**src/rtl/seg_xlate_pkg.sv**
```systemverilog
// Package: shared encodings of the segment translator.
// Assumes: nothing; holds only types used by several modules.
package seg_xlate_pkg;

    // Reason a request was refused; NONE means a good translation.
    typedef enum logic [1:0] {
        CAUSE_NONE    = 2'd0,
        CAUSE_RANGE   = 2'd1,
        CAUSE_INVALID = 2'd2,
        CAUSE_LIMIT   = 2'd3
    } fault_cause_e;

endpackage

```
**src/rtl/seg_table.sv**
```systemverilog
// Module: seg_table
// Holds one base/limit/attribute/valid record per segment. It has one
// synchronous write port and one combinational read port.
// Assumes: SEG_COUNT <= 2**SEGNUM_W. Writes to indices at or above
// SEG_COUNT are dropped. A read of such an index returns an all-zero record
// with rd_hit low.
module seg_table #(
    parameter int SEG_COUNT = 6,
    parameter int SEGNUM_W  = 4,
    parameter int LIM_W     = 13,
    parameter int BASE_W    = 16
) (
    input  logic                clk,
    input  logic                rst_n,
    input  logic                wr_en,
    input  logic [SEGNUM_W-1:0] wr_idx,
    input  logic [BASE_W-1:0]   wr_base,
    input  logic [LIM_W-1:0]    wr_limit,
    input  logic                wr_share,
    input  logic                wr_valid,
    input  logic [SEGNUM_W-1:0] rd_idx,
    output logic                rd_hit,
    output logic                rd_valid,
    output logic [BASE_W-1:0]   rd_base,
    output logic [LIM_W-1:0]    rd_limit,
    output logic                rd_share
);

    localparam logic [SEGNUM_W:0] COUNT_L = (SEGNUM_W+1)'(SEG_COUNT);

    logic [BASE_W-1:0]    ent_base  [SEG_COUNT];
    logic [LIM_W-1:0]     ent_limit [SEG_COUNT];
    logic [SEG_COUNT-1:0] ent_share;
    logic [SEG_COUNT-1:0] ent_valid;

    // One storage slice per segment; each decodes its own write select.
    for (genvar g = 0; g < SEG_COUNT; g++) begin : g_entry
        logic sel;
        assign sel = wr_en && (wr_idx == SEGNUM_W'(g));

        // Purpose: clear valid on reset, otherwise capture a write aimed here.
        always_ff @(posedge clk) begin
            if (!rst_n) begin
                ent_valid[g] <= 1'b0;
                ent_share[g] <= 1'b0;
                ent_base[g]  <= '0;
                ent_limit[g] <= '0;
            end else if (sel) begin
                ent_valid[g] <= wr_valid;
                ent_share[g] <= wr_share;
                ent_base[g]  <= wr_base;
                ent_limit[g] <= wr_limit;
            end
        end
    end

    // Purpose: flag whether the read index names an existing entry.
    always_comb begin
        rd_hit = ({1'b0, rd_idx} < COUNT_L);
    end

    // Purpose: select the addressed record, zero when the index is out of range.
    always_comb begin
        rd_valid = 1'b0;
        rd_share = 1'b0;
        rd_base  = '0;
        rd_limit = '0;
        for (int i = 0; i < SEG_COUNT; i++) begin
            if (rd_idx == SEGNUM_W'(i)) begin
                rd_valid = ent_valid[i];
                rd_share = ent_share[i];
                rd_base  = ent_base[i];
                rd_limit = ent_limit[i];
            end
        end
    end

    // a write to an existing entry is visible in that entry next cycle.
    assert_write_lands_R2: assert property (@(posedge clk) disable iff (!rst_n)
        (wr_en && ({1'b0, wr_idx} < COUNT_L))
        |=> (ent_base[$past(wr_idx)] == $past(wr_base))
            && (ent_limit[$past(wr_idx)] == $past(wr_limit))
            && (ent_valid[$past(wr_idx)] == $past(wr_valid)));

    // a write to an index past the table leaves every valid flag alone.
    assert_bad_index_ignored_R5: assert property (@(posedge clk) disable iff (!rst_n)
        (wr_en && ({1'b0, wr_idx} >= COUNT_L)) |=> $stable(ent_valid));

    // reset leaves the table with no valid entry.
    assert_reset_clears_R6: assert property (@(posedge clk)
        !rst_n |=> (ent_valid == '0));

endmodule

```
**src/rtl/seg_check.sv**
```systemverilog
// Module: seg_check
// Combinational protection and relocation stage. It decides whether a
// reference is legal and, if so, adds the segment base to the offset.
// Assumes: LIM_W = OFF_W + 1 so a limit can cover every offset. PA_W is wide
// enough that base + offset never wraps.
module seg_check
    import seg_xlate_pkg::*;
#(
    parameter int OFF_W  = 12,
    parameter int LIM_W  = 13,
    parameter int BASE_W = 16,
    parameter int PA_W   = 17
) (
    input  logic              seg_hit,
    input  logic              ent_valid,
    input  logic [BASE_W-1:0] ent_base,
    input  logic [LIM_W-1:0]  ent_limit,
    input  logic              ent_share,
    input  logic [OFF_W-1:0]  offset,
    output logic              pass,
    output fault_cause_e      cause,
    output logic [PA_W-1:0]   paddr,
    output logic              share
);

    logic            in_bounds;
    logic [PA_W-1:0] sum;

    // Purpose: strict less-than bounds test of the offset against the limit.
    always_comb begin
        in_bounds = ({1'b0, offset} < ent_limit);
    end

    // Purpose: relocation adder, widened so the carry is kept.
    always_comb begin
        sum = PA_W'(ent_base) + PA_W'(offset);
    end

    // Purpose: pick the fault with priority range > invalid > limit.
    always_comb begin
        if (!seg_hit)        cause = CAUSE_RANGE;
        else if (!ent_valid) cause = CAUSE_INVALID;
        else if (!in_bounds) cause = CAUSE_LIMIT;
        else                 cause = CAUSE_NONE;
    end

    // Purpose: release address and attribute only for a legal reference.
    always_comb begin
        pass  = (cause == CAUSE_NONE);
        paddr = pass ? sum : '0;
        share = pass && ent_share;
    end

endmodule

```
**src/rtl/seg_xlate.sv**
```systemverilog
// Module: seg_xlate (top)
// Segment-table translator. A (segment, offset) request is looked up in
// seg_table and checked and relocated in seg_check. The result is registered,
// so the outputs follow the request by one cycle.
// Assumes: synchronous active-low reset. A table write and a request in the
// same cycle see the table as it was before that write.
module seg_xlate
    import seg_xlate_pkg::*;
#(
    parameter int SEG_COUNT = 6,
    parameter int SEGNUM_W  = 4,
    parameter int OFF_W     = 12,
    parameter int BASE_W    = 16,
    localparam int LIM_W    = OFF_W + 1,
    localparam int PA_W     = ((BASE_W > OFF_W) ? BASE_W : OFF_W) + 1
) (
    input  logic                clk,
    input  logic                rst_n,
    input  logic                tbl_we,
    input  logic [SEGNUM_W-1:0] tbl_idx,
    input  logic [BASE_W-1:0]   tbl_base,
    input  logic [LIM_W-1:0]    tbl_limit,
    input  logic                tbl_share,
    input  logic                tbl_valid,
    input  logic                req_valid,
    input  logic [SEGNUM_W-1:0] req_seg,
    input  logic [OFF_W-1:0]    req_off,
    output logic                out_valid,
    output logic                out_trap,
    output logic [1:0]          out_cause,
    output logic [PA_W-1:0]     out_paddr,
    output logic                out_share
);

    localparam logic [SEGNUM_W:0] COUNT_L = (SEGNUM_W+1)'(SEG_COUNT);

    logic              rd_hit;
    logic              rd_valid;
    logic [BASE_W-1:0] rd_base;
    logic [LIM_W-1:0]  rd_limit;
    logic              rd_share;
    logic              chk_pass;
    fault_cause_e      chk_cause;
    logic [PA_W-1:0]   chk_paddr;
    logic              chk_share;

    seg_table #(
        .SEG_COUNT (SEG_COUNT),
        .SEGNUM_W  (SEGNUM_W),
        .LIM_W     (LIM_W),
        .BASE_W    (BASE_W)
    ) u_table (
        .clk      (clk),
        .rst_n    (rst_n),
        .wr_en    (tbl_we),
        .wr_idx   (tbl_idx),
        .wr_base  (tbl_base),
        .wr_limit (tbl_limit),
        .wr_share (tbl_share),
        .wr_valid (tbl_valid),
        .rd_idx   (req_seg),
        .rd_hit   (rd_hit),
        .rd_valid (rd_valid),
        .rd_base  (rd_base),
        .rd_limit (rd_limit),
        .rd_share (rd_share)
    );

    seg_check #(
        .OFF_W  (OFF_W),
        .LIM_W  (LIM_W),
        .BASE_W (BASE_W),
        .PA_W   (PA_W)
    ) u_check (
        .seg_hit   (rd_hit),
        .ent_valid (rd_valid),
        .ent_base  (rd_base),
        .ent_limit (rd_limit),
        .ent_share (rd_share),
        .offset    (req_off),
        .pass      (chk_pass),
        .cause     (chk_cause),
        .paddr     (chk_paddr),
        .share     (chk_share)
    );

    // Purpose: register the translation result, or clear it when idle or in reset.
    always_ff @(posedge clk) begin
        if (!rst_n || !req_valid) begin
            out_valid <= 1'b0;
            out_trap  <= 1'b0;
            out_cause <= 2'd0;
            out_paddr <= '0;
            out_share <= 1'b0;
        end else begin
            out_valid <= chk_pass;
            out_trap  <= !chk_pass;
            out_cause <= chk_cause;
            out_paddr <= chk_paddr;
            out_share <= chk_share;
        end
    end

    // the address strobe and the trap strobe exclude each other.
    assert_strobes_exclusive_R7: assert property (@(posedge clk) disable iff (!rst_n)
        !(out_valid && out_trap));

    // every request yields exactly one strobe in the next cycle.
    assert_one_result_R1: assert property (@(posedge clk) disable iff (!rst_n)
        req_valid |=> (out_valid != out_trap));

    // an idle cycle yields no strobe in the next cycle.
    assert_idle_quiet_R1: assert property (@(posedge clk) disable iff (!rst_n)
        !req_valid |=> (!out_valid && !out_trap));

    // a trap carries no address, no attribute and a non-zero cause.
    assert_trap_clean_R7: assert property (@(posedge clk) disable iff (!rst_n)
        out_trap |-> (out_paddr == '0) && !out_share && (out_cause != 2'd0));

    // a segment number past the table always traps with the range cause.
    assert_range_trap_R5: assert property (@(posedge clk) disable iff (!rst_n)
        (req_valid && ({1'b0, req_seg} >= COUNT_L))
        |=> (out_trap && (out_cause == 2'd1)));

    // the cycle after reset shows all outputs zero.
    assert_reset_outputs_R9: assert property (@(posedge clk)
        !rst_n |=> (!out_valid && !out_trap && (out_cause == 2'd0)
                    && (out_paddr == '0) && !out_share));

endmodule

```
**config.mk**
```make
export PLATFORM = sky130hd
export DESIGN_NAME = seg_xlate
export DESIGN_NICKNAME = d
export VERILOG_FILES = /design/src/rtl/seg_xlate_pkg.sv /design/src/rtl/seg_table.sv /design/src/rtl/seg_check.sv /design/src/rtl/seg_xlate.sv
export SDC_FILE = /design/constraint.sdc
export NUM_CORES = 1
export LEC_CHECK = 0
export ABC_AREA = 1
export BUFFER_PORTS_ARGS = -buffer_cell sky130_fd_sc_hd__buf_2
export CELL_PAD_IN_SITES_DETAIL_PLACEMENT = 1
export CELL_PAD_IN_SITES_GLOBAL_PLACEMENT = 2
export CORE_ASPECT_RATIO = 1.4
export CORE_MARGIN = 5
export CORE_UTILIZATION = 35
export CTS_BUF_LIST = sky130_fd_sc_hd__clkbuf_8
export DETAILED_ROUTE_END_ITERATION = 12
export PLACE_DENSITY_LB_ADDON = 0.1
export SKIP_CTS_REPAIR_TIMING = 1
export SKIP_LAST_GASP = 1
export SLEW_MARGIN = 25
export SYNTH_ARGS = -nofsm -noshare
export SYNTH_HDL_FRONTEND = slang
export SYNTH_SLANG_ARGS = --single-unit
```
**constraint.sdc**
```tcl
create_clock -name clk -period 4.4 [get_ports clk]
set_clock_uncertainty 0.15 [all_clocks]
set_input_delay 0.22 -clock clk [delete_from_list [all_inputs] [get_ports clk]]
set_output_delay 0.22 -clock clk [all_outputs]
set_load 0.05 [all_outputs]
```
==> results_tabular.tex <==
\begin{tabular}{lr}
\hline
Metric & Value \\
\hline
\multicolumn{2}{l}{\textbf{Synth}} \\
Share of flip-flops with an asynchronous set or reset after synthesis & 0\% \\
Top post-synthesis cells by count & 202 x nor2\_1, 174 x edfxtp\_1, 127 x nand2\_1 \\
Post-Syn Area & 9310 µm² \\
Number of warnings issued by yosys & 0 \\
Part of the Yosys area used for sequential elements & 63.4\% \\
Top FF cell, synth & edfxtp\_1 \\
Yosys top cell area share & 56.1\% \\
Synthesized flop and latch total & 208 \\
Syn Area/Cell & 10.2 µm² \\
Cell types occupying the most area after synthesis & edfxtp\_1 56\%, nor2\_1 8.1\%, dfxtp\_1 7.3\%, nand2\_1 5.1\%, nand3\_1 4.9\% \\
Most area-hungry cell type in the Yosys netlist & edfxtp\_1 \\
Count of mapped cells out of synthesis & 910 \\
Syn nets & 989 \\
Number of distinct library cells after synthesis & 35 \\
Number of synthesized flops with an enable pin & 174 \\
Cell with the most instances after synthesis & nor2\_1 \\
\multicolumn{2}{l}{\textbf{CTS}} \\
Clock sink count & 208 \\
Later-pin clock latency in the skew report & 540 ps \\
Buffer depth of the longest clock path & 3 \\
Cell at the root of the clock tree & clkbuf\_8 \\
Clock-pin slew on the worst setup and hold paths & 60 ps \\
CTS H-tree lvls & 2 \\
Inserted Clock Buffers & 35 \\
Clock tree from TritonCTS & built \\
\multicolumn{2}{l}{\textbf{Placed design}} \\
Cell area after placement & 10100 µm² \\
Weighted congestion at the end of routability-driven global placement & 0.776 \\
Half-perimeter wire length after placement & 17800 µm \\
Number of buffers inserted by port buffering & 76 \\
\multicolumn{2}{l}{\textbf{Timing}} \\
Worst Tran Pin Value & 1010 ps \\
Final Max Tran Viols & 0 \\
Final number of hold-violating endpoints & 0 \\
RSZ-0062 raised after global routing & no \\
Number of endpoints failing setup at the final stage & 0 \\
Worst max-slew margin expressed relative to the limit & 32.5\% \\
Min cycle time layout & 3580 ps \\
Aggregate negative setup slack & 0 ps \\
Period Utilization, post-route & 81.5\% \\
Max Fclk & 279 MHz \\
\multicolumn{2}{l}{\textbf{Cells and area}} \\
Antenna diode count & 0 \\
Share of final-layout standard cells stronger than drive strength 1 & 15.3\% \\
Area used by multi-input combinational logic & 2930 µm² \\
Area taken by flip-flops and latches & 5910 µm² \\
Fill cells & 2968 \\
Cell area after layout & 11100 µm² \\
Final \#Nets & 1114 \\
Signed area change from the synthesized netlist to the final layout & 19.4\% \\
\multicolumn{2}{l}{\textbf{Global route}} \\
Largest net degree at the start of global routing & 57 \\
Sum of overflow across all layers after global routing & 0 \\
Aggregate global-route resource usage & 18.5\% \\
Antenna violations before repair & 0 \\
Wire length of the first global-routing pass & 42100 µm \\
Vias in the first global route & 7161 \\
\multicolumn{2}{l}{\textbf{Detailed routing}} \\
Detailed router's first-iteration violation count & 324 \\
Via total after detailed routing & 6938 \\
Iteration count of the initial detailed-routing pass & 4 \\
Residual DRC & 0 \\
Antenna Nets Post-Route & 0 \\
Via density & 5.01 \\
Final routed wirelength across all metal layers & 28100 µm \\
Average wire per standard cell & 20.3 µm \\
\multicolumn{2}{l}{\textbf{Critical path}} \\
Startpoint of the most critical setup path & req\_seg[3] \\
Top fanout value on the critical path & 25 \\
Capturing element type of the critical path & flop \\
Worst reg2reg endpoint & out\_paddr[5]\$\_SDFF\_PP0\_ \\
Cell Chain, Critical Path & dlygate4sd3\_1 > buf\_2 > nor2\_4 > nand2\_1 > inv\_1 > buf\_4 > nand2\_1 > nand4\_1 > a221oi\_1 > ha\_1 > a21oi\_1 > nand2\_1 > nand3\_1 > a21oi\_1 > nor3b\_1 > nand2\_1 > nand2\_2 > nand3\_4 > nor2\_1 \\
Critical path launch point type & primary input \\
Longest individual stage delay on the worst path & 530 ps \\
Critical path arrival & 3880 ps \\
Crit path kind & primary input to flop \\
Critical Path RT & 4700 ps \\
Startpoint of the worst register-to-register path & u\_table.ent\_limit[0][19]\$\_SDFFCE\_PN0P\_ \\
Minimum setup slack among reg-to-reg paths & 1580 ps \\
Depth of the worst register-to-register path & 14 \\
Worst Setup EP & out\_paddr[5]\$\_SDFF\_PP0\_ \\
Worst path most repeated cell & nand2\_1 \\
Worst-path cell with the longest stage delay & dlygate4sd3\_1 \\
\multicolumn{2}{l}{\textbf{Die}} \\
Starting density of the core & 35.6\% \\
Die H & 203 µm \\
Die ar. & 30000 µm² \\
Die Span X & 148 µm \\
Top Ports & 77 \\
Number of placement rows & 70 \\
Area of the core & 26200 µm² \\
\multicolumn{2}{l}{\textbf{Power and ir drop}} \\
Maximum vdd drop & 0.207 mV \\
Power per unit of standard cell area & 384 nW/µm² \\
Leakage power figure & 4.61 nW \\
Power after layout & 4.28 mW \\
\multicolumn{2}{l}{\textbf{Worst hold path}} \\
Class of the tightest hold or removal check & primary input to flop \\
Number of instances on the worst hold path & 4 \\
\multicolumn{2}{l}{\textbf{Outcome}} \\
Run status & completed \\
\multicolumn{2}{l}{\textbf{Job}} \\
Max-capacitance violation count & 0 \\
\hline
\end{tabular}
## metrics by stage
stage	util, %	cells	worst slack (ps)	hold slack (ps)
after floorplan	-	910	1010	227
after global placement	38.6	1285	815	311
after detailed placement	38.6	1285	730	313
after CTS	41.0	1347	1280	-173
after global routing	42.5	1384	527	35.8
final	42.5	1384	816	49.0
## metal layers
layer  GRT usage [%]  up-vias  share of wire, %
li1                -     3351                 -
met1            23.0     3398                42
met2            33.2      147                52
met3            3.24       42               4.2
met4            4.66        0               1.8
met5               0        -                 0
## final cells by class
class,instances,area share (%)
Inverter,86,2.90
Clock inverter,23,0.878
Clock buffer,39,4.83
Tap cell,324,3.65
Timing Repair Buffer,132,8.30
Sequential cell,208,53.1
Multi-Input combinational cell,572,26.3
## worst max-delay path: cells and delay by family
kind            cells  cell delay, ps
simple gates       11            1730
buf+inv             4            1280
fa+ha+maj           1             360
compound gates      3             270
## placed cells by master, fill, tap and decap left out, types with 2 or more instances in the layout
cell type and count:
nand3_1 91, dfxtp_1 34, inv_1 101, nand2_1 125
o22ai_1 14, a21boi_0 2, xnor2_1 6, edfxtp_1 174
clkbuf_8 39, clkinv_1 3, dlygate4sd3_1 36, nand2_2 3
buf_4 18, a221oi_1 22, ha_1 23, nor2_1 201
nand4_1 11, o21ai_0 6, xor2_1 6, nor2_2 12
nor3_1 6, o21ai_4 4, a21oi_1 28, clkinv_2 2
buf_2 76, a221o_1 2
## worst min path at each step
stage	startpoint	slack, ps	endpoint
floorplan	req_seg[3]	230	out_cause[1]$_SDFF_PP0_
global placement	u_table.ent_valid[1]$_SDFFE_PN0P_	310	u_table.ent_valid[1]$_SDFFE_PN0P_
detailed placement	u_table.ent_share[5]$_SDFFE_PN0P_	310	u_table.ent_share[5]$_SDFFE_PN0P_
CTS	req_seg[3]	-170	out_cause[1]$_SDFF_PP0_
global route	req_off[1]	40	out_paddr[1]$_SDFF_PP0_
finish	req_off[1]	50	out_paddr[1]$_SDFF_PP0_
## state kept, by name, summed over array words and instances, names as in the netlist
name and flops:
u_table.ent_base 96, u_table.ent_limit 78, out_paddr 17, u_table.ent_share 6, u_table.ent_valid 6, out_cause 2
out_share 1, out_trap 1, out_valid 1
## power by group
group	switching [mW]	internal [mW]	leakage [nW]
logic	0.276	0.138	2.29
clock network	0.784	0.813	0.383
registers	0.0293	2.23	1.94
total	1.09	3.19	4.61
## kinds of logic (layout without fill, tap and decap cells)
| logic type | after synthesis | count (layout) | synth area share, % |
|---|---|---|---|
| XOR/XNOR | 12 | 12 | 1.13 |
| buffers and inverters | 130 | 280 | 5.70 |
| flip-flops | 208 | 208 | 63.4 |
| AND/OR/NAND/NOR | 452 | 452 | 20.4 |
| adder cells (fa/ha/maj) | 24 | 24 | 3.31 |
| AO/OA/AOI/OAI | 84 | 84 | 6.03 |
(Power assumes the default switching activity.)
